==> src/rtl/seg_xlate_pkg.sv <==
package seg_xlate_pkg;
    localparam int ADDR_W     = 32;
    localparam int NUM_SEG    = 6;
    localparam int SEG_IDX_W  = 3;
    localparam logic [SEG_IDX_W-1:0] SEG_CODE  = 3'd0;
    localparam logic [SEG_IDX_W-1:0] SEG_STACK = 3'd2;

    typedef enum logic [1:0] {
        ACC_DATA     = 2'b00,
        ACC_FETCH    = 2'b01,
        ACC_STACK    = 2'b10,
        ACC_DATA_ALT = 2'b11
    } acc_kind_e;

    typedef struct packed {
        logic [ADDR_W-1:0] base;
        logic [ADDR_W-1:0] limit;
    } desc_t;
endpackage

==> src/rtl/seg_desc_table.sv <==
module seg_desc_table
    import seg_xlate_pkg::*;
#(
    parameter int DEPTH = 16,
    parameter int SEL_W = 5,
    localparam int IDX_W = $clog2(DEPTH)
) (
    input  logic             clk,
    input  logic             rst_n,
    input  logic             wr_en,
    input  logic [IDX_W-1:0] wr_idx,
    input  desc_t            wr_desc,
    input  logic [SEL_W-1:0] rd_sel,
    output desc_t            rd_desc,
    output logic             rd_hit
);
    typedef struct packed {
        desc_t [DEPTH-1:0] ent;
        logic  [DEPTH-1:0] vld;
    } tbl_t;

    tbl_t tbl_d, tbl_q;
    logic             sel_in_tbl;
    logic [IDX_W-1:0] rd_idx;

    always_comb begin
        tbl_d = tbl_q;
        if (wr_en && (32'(wr_idx) < 32'(DEPTH))) begin
            tbl_d.ent[wr_idx] = wr_desc;
            tbl_d.vld[wr_idx] = 1'b1;
        end
    end

    always_ff @(posedge clk) begin
        if (!rst_n) tbl_q <= '0;
        else        tbl_q <= tbl_d;
    end

    assign sel_in_tbl = (32'(rd_sel) < 32'(DEPTH));

    generate
        if (SEL_W > IDX_W) begin : g_wide_sel
            assign rd_idx = rd_sel[IDX_W-1:0];
        end else begin : g_narrow_sel
            assign rd_idx = IDX_W'(rd_sel);
        end
    endgenerate

    assign rd_desc = sel_in_tbl ? tbl_q.ent[rd_idx] : '0;
    assign rd_hit  = sel_in_tbl && tbl_q.vld[rd_idx];

    // without a write the table keeps its contents
    p_table_hold_r9: assert property (@(posedge clk) disable iff (!rst_n)
        !wr_en |=> $stable(tbl_q));
endmodule

==> src/rtl/seg_reg_bank.sv <==
module seg_reg_bank
    import seg_xlate_pkg::*;
#(
    parameter int SEL_W = 5
) (
    input  logic                 clk,
    input  logic                 rst_n,
    input  logic                 wr_en,
    input  logic [SEG_IDX_W-1:0] wr_idx,
    input  logic [SEL_W-1:0]     wr_sel,
    input  logic [SEG_IDX_W-1:0] rd_idx,
    output logic [SEL_W-1:0]     rd_sel
);
    typedef struct packed {
        logic [NUM_SEG-1:0][SEL_W-1:0] sel;
    } bank_t;

    bank_t bank_d, bank_q;

    always_comb begin
        bank_d = bank_q;
        for (int i = 0; i < NUM_SEG; i++) begin
            if (wr_en && (32'(wr_idx) == i)) bank_d.sel[i] = wr_sel;
        end
    end

    always_ff @(posedge clk) begin
        if (!rst_n) bank_q <= '0;
        else        bank_q <= bank_d;
    end

    always_comb begin
        rd_sel = '0;
        for (int i = 0; i < NUM_SEG; i++) begin
            if (32'(rd_idx) == i) rd_sel = bank_q.sel[i];
        end
    end

    // loads aimed past the bank leave every selector as it was
    p_bad_idx_ignored_r10: assert property (@(posedge clk) disable iff (!rst_n)
        (wr_en && (32'(wr_idx) >= NUM_SEG)) |=> $stable(bank_q));
endmodule

==> src/rtl/seg_steer.sv <==
module seg_steer
    import seg_xlate_pkg::*;
(
    input  logic [1:0]           kind,
    input  logic [SEG_IDX_W-1:0] seg_req,
    output logic [SEG_IDX_W-1:0] seg_idx,
    output logic                 seg_known
);
    always_comb begin
        unique case (acc_kind_e'(kind))
            ACC_FETCH: seg_idx = SEG_CODE;
            ACC_STACK: seg_idx = SEG_STACK;
            default:   seg_idx = seg_req;
        endcase
        seg_known = (32'(seg_idx) < NUM_SEG);
    end
endmodule

==> src/rtl/seg_limit_check.sv <==
module seg_limit_check
    import seg_xlate_pkg::*;
(
    input  logic              seg_known,
    input  logic              desc_hit,
    input  desc_t             desc,
    input  logic [ADDR_W-1:0] off,
    output logic              legal,
    output logic [ADDR_W-1:0] lin_addr
);
    logic in_range;

    always_comb begin
        in_range = (off < desc.limit);
        legal    = seg_known && desc_hit && in_range;
        lin_addr = desc.base + off;
    end
endmodule

==> src/rtl/seg_xlate_top.sv <==
module seg_xlate_top
    import seg_xlate_pkg::*;
#(
    parameter int DT_DEPTH = 16,
    parameter int SEL_W    = 5,
    localparam int DT_IDX_W = $clog2(DT_DEPTH)
) (
    input  logic                 clk,
    input  logic                 rst_n,
    input  logic                 dt_we,
    input  logic [DT_IDX_W-1:0]  dt_idx,
    input  logic [ADDR_W-1:0]    dt_base,
    input  logic [ADDR_W-1:0]    dt_limit,
    input  logic                 sr_we,
    input  logic [SEG_IDX_W-1:0] sr_idx,
    input  logic [SEL_W-1:0]     sr_sel,
    input  logic                 acc_valid,
    input  logic [1:0]           acc_kind,
    input  logic [SEG_IDX_W-1:0] acc_seg,
    input  logic [ADDR_W-1:0]    acc_off,
    output logic                 out_valid,
    output logic [ADDR_W-1:0]    out_addr,
    output logic                 fault,
    output logic [SEG_IDX_W-1:0] fault_seg
);
    typedef struct packed {
        logic                 vld;
        logic [ADDR_W-1:0]    addr;
        logic                 flt;
        logic [SEG_IDX_W-1:0] fseg;
    } res_t;

    res_t res_d, res_q;

    logic [SEG_IDX_W-1:0] cur_seg;
    logic                 cur_seg_known;
    logic [SEL_W-1:0]     cur_sel;
    desc_t                cur_desc;
    logic                 cur_hit;
    logic                 cur_legal;
    logic [ADDR_W-1:0]    cur_lin;

    seg_steer i_steer (
        .kind      (acc_kind),
        .seg_req   (acc_seg),
        .seg_idx   (cur_seg),
        .seg_known (cur_seg_known)
    );

    seg_reg_bank #(.SEL_W(SEL_W)) i_bank (
        .clk    (clk),
        .rst_n  (rst_n),
        .wr_en  (sr_we),
        .wr_idx (sr_idx),
        .wr_sel (sr_sel),
        .rd_idx (cur_seg),
        .rd_sel (cur_sel)
    );

    seg_desc_table #(.DEPTH(DT_DEPTH), .SEL_W(SEL_W)) i_table (
        .clk     (clk),
        .rst_n   (rst_n),
        .wr_en   (dt_we),
        .wr_idx  (dt_idx),
        .wr_desc ({dt_base, dt_limit}),
        .rd_sel  (cur_sel),
        .rd_desc (cur_desc),
        .rd_hit  (cur_hit)
    );

    seg_limit_check i_check (
        .seg_known (cur_seg_known),
        .desc_hit  (cur_hit),
        .desc      (cur_desc),
        .off       (acc_off),
        .legal     (cur_legal),
        .lin_addr  (cur_lin)
    );

    always_comb begin
        res_d      = res_q;
        res_d.vld  = 1'b0;
        res_d.flt  = 1'b0;
        res_d.fseg = '0;
        if (acc_valid) begin
            if (cur_legal) begin
                res_d.vld  = 1'b1;
                res_d.addr = cur_lin;
            end else begin
                res_d.flt  = 1'b1;
                res_d.fseg = cur_seg;
            end
        end
    end

    always_ff @(posedge clk) begin
        if (!rst_n) res_q <= '0;
        else        res_q <= res_d;
    end

    assign out_valid = res_q.vld;
    assign out_addr  = res_q.addr;
    assign fault     = res_q.flt;
    assign fault_seg = res_q.fseg;

    // a fault and a translation never share a cycle
    p_excl_r2: assert property (@(posedge clk) disable iff (!rst_n)
        !(out_valid && fault));

    // a translation only follows an in-limit request
    p_in_limit_r1: assert property (@(posedge clk) disable iff (!rst_n)
        out_valid |-> ($past(acc_valid) && ($past(acc_off) < $past(cur_desc.limit))));

    // no result of either kind without a request
    p_idle_r11: assert property (@(posedge clk) disable iff (!rst_n)
        (fault || out_valid) |-> $past(acc_valid));

    // stack faults report the stack segment
    p_stack_seg_r4: assert property (@(posedge clk) disable iff (!rst_n)
        (acc_valid && acc_kind == ACC_STACK) |=> (!fault || fault_seg == SEG_STACK));

    // fetch faults report the code segment
    p_fetch_seg_r4: assert property (@(posedge clk) disable iff (!rst_n)
        (acc_valid && acc_kind == ACC_FETCH) |=> (!fault || fault_seg == SEG_CODE));
endmodule

==> config.mk <==
export PLATFORM = sky130hd
export DESIGN_NAME = seg_xlate_top
export DESIGN_NICKNAME = d
export VERILOG_FILES = /design/src/rtl/seg_xlate_pkg.sv /design/src/rtl/seg_desc_table.sv /design/src/rtl/seg_reg_bank.sv /design/src/rtl/seg_steer.sv /design/src/rtl/seg_limit_check.sv /design/src/rtl/seg_xlate_top.sv
export SDC_FILE = /design/constraint.sdc
export NUM_CORES = 2
export LEC_CHECK = 0
export ABC_AREA = 0
export CORE_ASPECT_RATIO = 1.4
export CORE_MARGIN = 5
export CORE_UTILIZATION = 65
export CTS_BUF_LIST = sky130_fd_sc_hd__clkbuf_16
export DETAILED_ROUTE_END_ITERATION = 10
export PLACE_DENSITY_LB_ADDON = 0.25
export SYNTH_ARGS = -nofsm -noshare
export SYNTH_HDL_FRONTEND = slang
export SYNTH_SLANG_ARGS = --single-unit
==> constraint.sdc <==
create_clock -name clk -period 12.37 [get_ports clk]
set_input_delay 2.474 -clock clk [delete_from_list [all_inputs] [get_ports clk]]
set_output_delay 2.474 -clock clk [all_outputs]
set_load 0.02 [all_outputs]
# --- Yosys cells after proc, flatten, opt, wreduce, memory -nomap -nowiden ---
# Cells that the tools add are included.
word_totals:
  reg_bits: 1107
  input_bits: 118
classes:
  add_sub_neg: 1
  order_cmp: 6
  bitwise: 3
  n_reduce_logical: 15
  mux: 19
  n_eq_ne: 12
ops:
  columns: ["cell", "count"]
  rows:
  - ["1024-bit bitwise mux", 1]
  - ["64-bit binary-select mux with 4-bit select", 1]
  - ["64-bit demux with 4-bit select", 1]
  - ["64-bit 2-to-1 mux", 3]
  - ["33-bit 2-to-1 mux", 1]
  - ["32-bit adder", 1]
  - ["32-bit less-than comparator", 1]
  - ["5-bit 2-to-1 mux", 6]
  - ["16-bit OR", 1]
  - ["3-bit by 2-bit equality test with 1-bit output, second input constant", 4]
  - ["3-bit equality test, second input constant", 4]
  - ["1-bit logical AND", 10]
  - ["4-bit by 5-bit less-than comparator with 1-bit output, second input constant", 2]
  - ["3-bit by 1-bit equality test with 1-bit output, second input constant", 2]
  - ["3-bit logical NOT", 2]
  - ["3-bit one-hot mux with 2 select lines", 1]
  - ["5-bit less-than comparator, second input constant", 1]
  - ["1-bit binary-select mux with 4-bit select", 1]
  - ["1-bit demux with 4-bit select", 1]
  - ["4-bit by 1-bit >= comparator with 1-bit output, second input constant", 1]
  - ["4-bit 2-to-1 mux", 1]
  - ["2-bit AND reduction", 2]
  - ["3-bit less-than comparator, second input constant", 1]
  - ["3-bit OR reduction", 1]
  - ["4 further kinds", 6]

# --- Longest topological paths before layout ---
logic_depth:
  ltp_word: 15
  depth_mapped: 29
  mapped_depth_nobuf: 22

# --- Hierarchy ---
# Synthesis repeated with hierarchy kept, for this count alone.
unflattened:
  hier_cells: 6389
  area_unflattened_um2: 52825.7
by_module_without_submodules:
  columns: ["mod", "cells_each", "seq_area_each_um2", "area_each_um2", "n_inst"]
  rows:
  - ["seg_desc_table", 5716, 20820.0, 47247.8, 1]
  - ["seg_limit_check", 372, 0.0, 2588.7, 1]
  - ["seg_xlate_top", 157, 740.7, 1522.7, 1]
  - ["seg_reg_bank", 138, 600.6, 1415.1, 1]
  - ["seg_steer", 6, 0.0, 51.3, 1]

# --- Least setup slack after synthesis ---
# No wires, ideal clock.
synth_path:
  path_type: "input to register"
  start: "input port acc_kind[0]"
  end: "register res_q (netlist bit out_addr[31])"
  setup_time_ps: 103
  arrival_time_ps: 7972
  slack_ps: 4295
  path_buffers: 6
  path_stages: 25
  cell_sequence: "inv_1 -> ha_1 -> buf_2 -> nand2b_4 -> buf_6 -> and3_1 -> buf_6 -> o32a_1 -> nor2_2 -> buf_2 -> clkbuf_1 -> clkbuf_1 -> a311oi_1 -> o311a_1 -> ha_1 -> a21oi_1 -> a2bb2oi_1 -> o311ai_0 -> a2111oi_0 -> a21oi_1 -> a311o_1 -> o31ai_1 -> o21ai_0 -> and3b_1 -> a2111oi_2"
synth_between:
  elab_chain_cells: 15
  elab_cells_between_ends: 28
  classes_between: "add/sub: 1; order compare: 3; eq/ne: 7; mux: 12; reduce/logical: 5"
synth_lines:
  columns: ["item", "line", "source"]
  rows:
  - ["from (decl)", "seg_xlate_top.sv:18", "input logic [1:0] acc_kind,"]
  - ["2-bit equality test or 2-bit by 1-bit equality test with 1-bit output (tied branches)", "seg_steer.sv:10", "unique case (acc_kind_e'(kind))"]
  - ["3-bit one-hot mux with 2 select lines (*)", "seg_steer.sv:10", null]
  - ["3-bit logical NOT", "seg_reg_bank.sv:35", "if (32'(rd_idx) == i) rd_sel = bank_q.sel[i];"]
  - ["5-bit 2-to-1 mux (6 in a row)", "seg_reg_bank.sv:35", null]
  - ["64-bit binary-select mux with 4-bit select or 1-bit binary-select mux with 4-bit select (tied branches)", "seg_desc_table.sv:49, seg_desc_table.sv:50", null]
  - ["64-bit 2-to-1 mux (not written as such) or 1-bit 2-to-1 mux (tied branches)", "seg_desc_table.sv:49, seg_desc_table.sv:50", null]
  - ["64-bit 2-to-1 mux or 1-bit logical AND (tied branches)", "seg_desc_table.sv:49, seg_desc_table.sv:50", null]
  - ["32-bit less-than comparator or 1-bit logical AND (tied branches)", "seg_limit_check.sv:14, seg_limit_check.sv:15", null]
  - ["1-bit logical AND", "seg_limit_check.sv:15", "legal = seg_known && desc_hit && in_range;"]
  - ["2-bit AND reduction (no line)", null, null]
  - ["to (signal assigned)", "seg_xlate_top.sv:98", "else res_q <= res_d;"]
  - ["to (decl)", "seg_xlate_top.sv:33", "res_t res_d, res_q;"]
# Mark *: on every way between the ends. The rest lies on a longest branch, timed or not. The select of a mux whose other input is x is not followed.
# A chain may end at the register's enable or synchronous reset.

# --- Final worst setup path ---
layout_path:
  start: "input port acc_seg[0]"
  end: "register res_q (netlist bit out_addr[31])"
layout_between:
  elab_chain_cells: 14
  elab_cells_between_ends: 26
  classes_between: "add/sub: 1; order compare: 3; eq/ne: 5; mux: 12; reduce/logical: 5"
layout_lines:
  columns: ["item", "line", "source"]
  rows:
  - ["from (decl)", "seg_xlate_top.sv:19", "input logic [SEG_IDX_W-1:0] acc_seg,"]
  - ["3-bit one-hot mux with 2 select lines (*)", "seg_steer.sv:10", null]
  - ["3-bit logical NOT", "seg_reg_bank.sv:35", null]
  - ["5-bit 2-to-1 mux (6 in a row)", "seg_reg_bank.sv:35", null]
  - ["64-bit binary-select mux with 4-bit select or 1-bit binary-select mux with 4-bit select (tied branches)", "seg_desc_table.sv:49, seg_desc_table.sv:50", null]
  - ["64-bit 2-to-1 mux (not written as such) or 1-bit 2-to-1 mux (tied branches)", "seg_desc_table.sv:49, seg_desc_table.sv:50", null]
  - ["64-bit 2-to-1 mux or 1-bit logical AND (tied branches)", "seg_desc_table.sv:49, seg_desc_table.sv:50", null]
  - ["32-bit less-than comparator or 1-bit logical AND (tied branches)", "seg_limit_check.sv:14, seg_limit_check.sv:15", null]
  - ["1-bit logical AND", "seg_limit_check.sv:15", null]
  - ["2-bit AND reduction (no line)", null, null]
# Marked as above.

==> metrics.txt <==
outcome=finished, final reports clean; leakage=17.9 nW; Max Clk Rate=109 MHz; I/O Buffers=154; Initial Util=65.3%; detailed-route via count=51,600; ys async rst share=0%; drt drc=0; Post-Syn Area=50,600 um^2; worst rel slew slack=7.59%; cts hold-fix bufs=0; layout cells sized above 1=4.10%; area grow syn2layout=8.82%; postcts setup bufs=0; die height=340 um; Pwr Density=140 nW/um^2; first-pass GRT wire length=282 mm; most frequent cell after synthesis=nand2_1; Final Skew=0.0240 ns; largest net degree at the start of global routing=221; Synth Warn #=0; initial antenna violation count=26; Nets=7,037; EDFF count, synth=0; multi-input logic area=26,000 um^2; Die W=246 um; VDD IR max=0.143 mV; Fill cells=6,443; largest area contributor in the synthesized netlist=dfxtp_1; Detail Placement HPWL=103 mm; Placer Congestion=0.992; Num Clock Sinks=1,107; vias per cell=6.45; GRT Total Usage=42.9%; Avg Cell Area, Syn=7.02 um^2; sequential share of the synthesized area=43.8%; post-CTS sizing=0; CTS Root Cell=clkbuf_16; critical path type=input pin to flip-flop; FF-to-FF path depth=20; Final Hold Slack=0.454 ns; main flop type after synthesis=dfxtp_1; DRT iter0 DRCs=6,738; Worst-Skew Late Latency=0.69 ns; I/O Pins=155; Core Rows=121; core area=77,500 um^2; Inserted Clock Buffers=102; Fin Setup TNS=0 ns; Worst-path clk slew=0.07 ns; fin util=71.1%; worst-path fanout max=64; H-tree depth=3; Routed Antenna Nets=0; Die Area=83,700 um^2; Avg WL per Cell=23.4 um; Startpoint Class=input pin; total global routing overflow=0; maximum capacitance violations=0; final hold vios=0; Area contributors post-synth=dfxtp_1, nand2_1, a21oi_1; WL final=187 mm; slowest stage delay, CP=0.97 ns; first-pass iteration count of the detailed router=8; register area=22,200 um^2; worst hold stages=2; max-slew violations=0; final setup vio count=0; placed cells=7,796; Critical-path top delay cell=clkdlybuf4s50_1; Synth top area share=43.8%; CTS Buffer Depth=3; clock tree from TritonCTS=yes; Tcrit/Tclk final=74.3%; syn_nets=7,393; CP Capture Type=flip-flop; minimum clock period=9.19 ns; vias in the first global route=48,500; Cell variety after synth=84; crit path cell chain=clkdlybuf4s50_1, nand3b_1, o22ai_1, a32o_4, buf_4, nand2_1, and3_1, a311oi_1, a311o_1, o311a_1, ha_1, a21oi_1, a2bb2oi_1, o311ai_0, a2111oi_0, a21oi_1, a311o_1, o31ai_1, o21ai_0, and3b_1, a2111oi_2; Cells after Synth=7,211; synth cell count leaders=nand2_1, dfxtp_1, a21oi_1, clkbuf_1, nand3_1; final non-filler cell total=8,001; RSZ-0062 raised after global routing=no; Worst-Margin Slew=1.38 ns; CP required=12.96 ns; post-synthesis sequential element count=1,107; arrival time worst endpoint=9.78 ns; HP Class=flip-flop to flip-flop
## metal layers
layer / track usage (%) / part of all wire (%)
met5: 0 / 0.063
met4: 39.1 / 11
met3: 11.3 / 13
met2: 66.2 / 44
met1: 48.2 / 32
## kinds of logic after synthesis
| kind of cell | synth area share [%] |
|---|---|
| fa+ha+maj | 1.60 |
| compound gates | 18.0 |
| simple gates | 29.4 |
| buf+inv | 5.43 |
| flops | 43.8 |
| mux | 1.33 |
| xor+xnor | 0.467 |
## worst max-delay path: cells and delay by family
family	cells	cell delay, ns
AOI/OAI and AO/OA	14	4.51
adders and majority gates	1	0.31
buffers and inverters	2	1.56
and+or+nand+nor	4	0.82
## layout by cell type (no fill, tap or decap), drive strengths merged, types with 11 or more instances in the layout
| cell type | instances |
|---|---|
| nand2 | 3113 |
| dfxtp | 1107 |
| a21oi | 1105 |
| nand3 | 212 |
| a311oi | 187 |
| and3 | 165 |
| clkdlybuf4s50 | 154 |
| nor2 | 128 |
| clkbuf | 105 |
| buf | 84 |
| mux2i | 65 |
| ha | 63 |
| inv | 46 |
| o21ai | 39 |
| clkinv | 38 |
| a31oi | 37 |
| a311o | 33 |
| o311a | 33 |
| diode | 22 |
| xnor2 | 19 |
| nor3 | 15 |
| nand2b | 13 |
| nor2b | 11 |
## power by group
group          leakage [nW]  switching (mW)  internal (mW)
clock                  1.67            1.41           1.69
combinational          7.31           0.691          0.279
sequential             8.94          0.0277           3.62
## worst paths after layout
path,start,to,slack [ns]
max,acc_seg[0],out_addr[31]$_SDFFE_PN0P_,3.18
min,i_table.tbl_q[100]$_SDFFE_PN0P_,i_table.tbl_q[100]$_SDFFE_PN0P_,0.45
max reg2reg,i_bank.bank_q[21]$_SDFFE_PN0P_,out_addr[31]$_SDFFE_PN0P_,5.78
min reg2reg,i_table.tbl_q[100]$_SDFFE_PN0P_,i_table.tbl_q[100]$_SDFFE_PN0P_,0.45
## registers in the layout, summed over array words and instances, names as in the netlist
name and flops:
fault 1, fault_seg 3, i_bank.bank_q 30, i_table.tbl_q 1040
out_addr 32, out_valid 1
## through the flow
step,instance area (um^2),worst slack (ns),power [mW]
2_1_floorplan,50600,4.29,4.30
3_3_place_gp,51900,2.87,4.63
3_5_place_dp,51900,2.74,4.64
4_1_cts,55000,3.41,7.66
5_1_grt,55100,2.84,7.91
6_report,55100,3.18,7.72
## layout make-up
| class | instances | share of cell area [%] |
|---|---|---|
| Sequential cell | 1107 | 40.2 |
| Tap cell | 1045 | 2.37 |
| Clock inverter | 78 | 1.01 |
| Inverter | 16 | 0.123 |
| Timing Repair Buffer | 238 | 4.15 |
| Clock buffer | 105 | 4.77 |
| Antenna cell | 22 | 0.0999 |
| Multi-Input combinational cell | 5390 | 47.3 |
(Power assumes the default switching activity.)
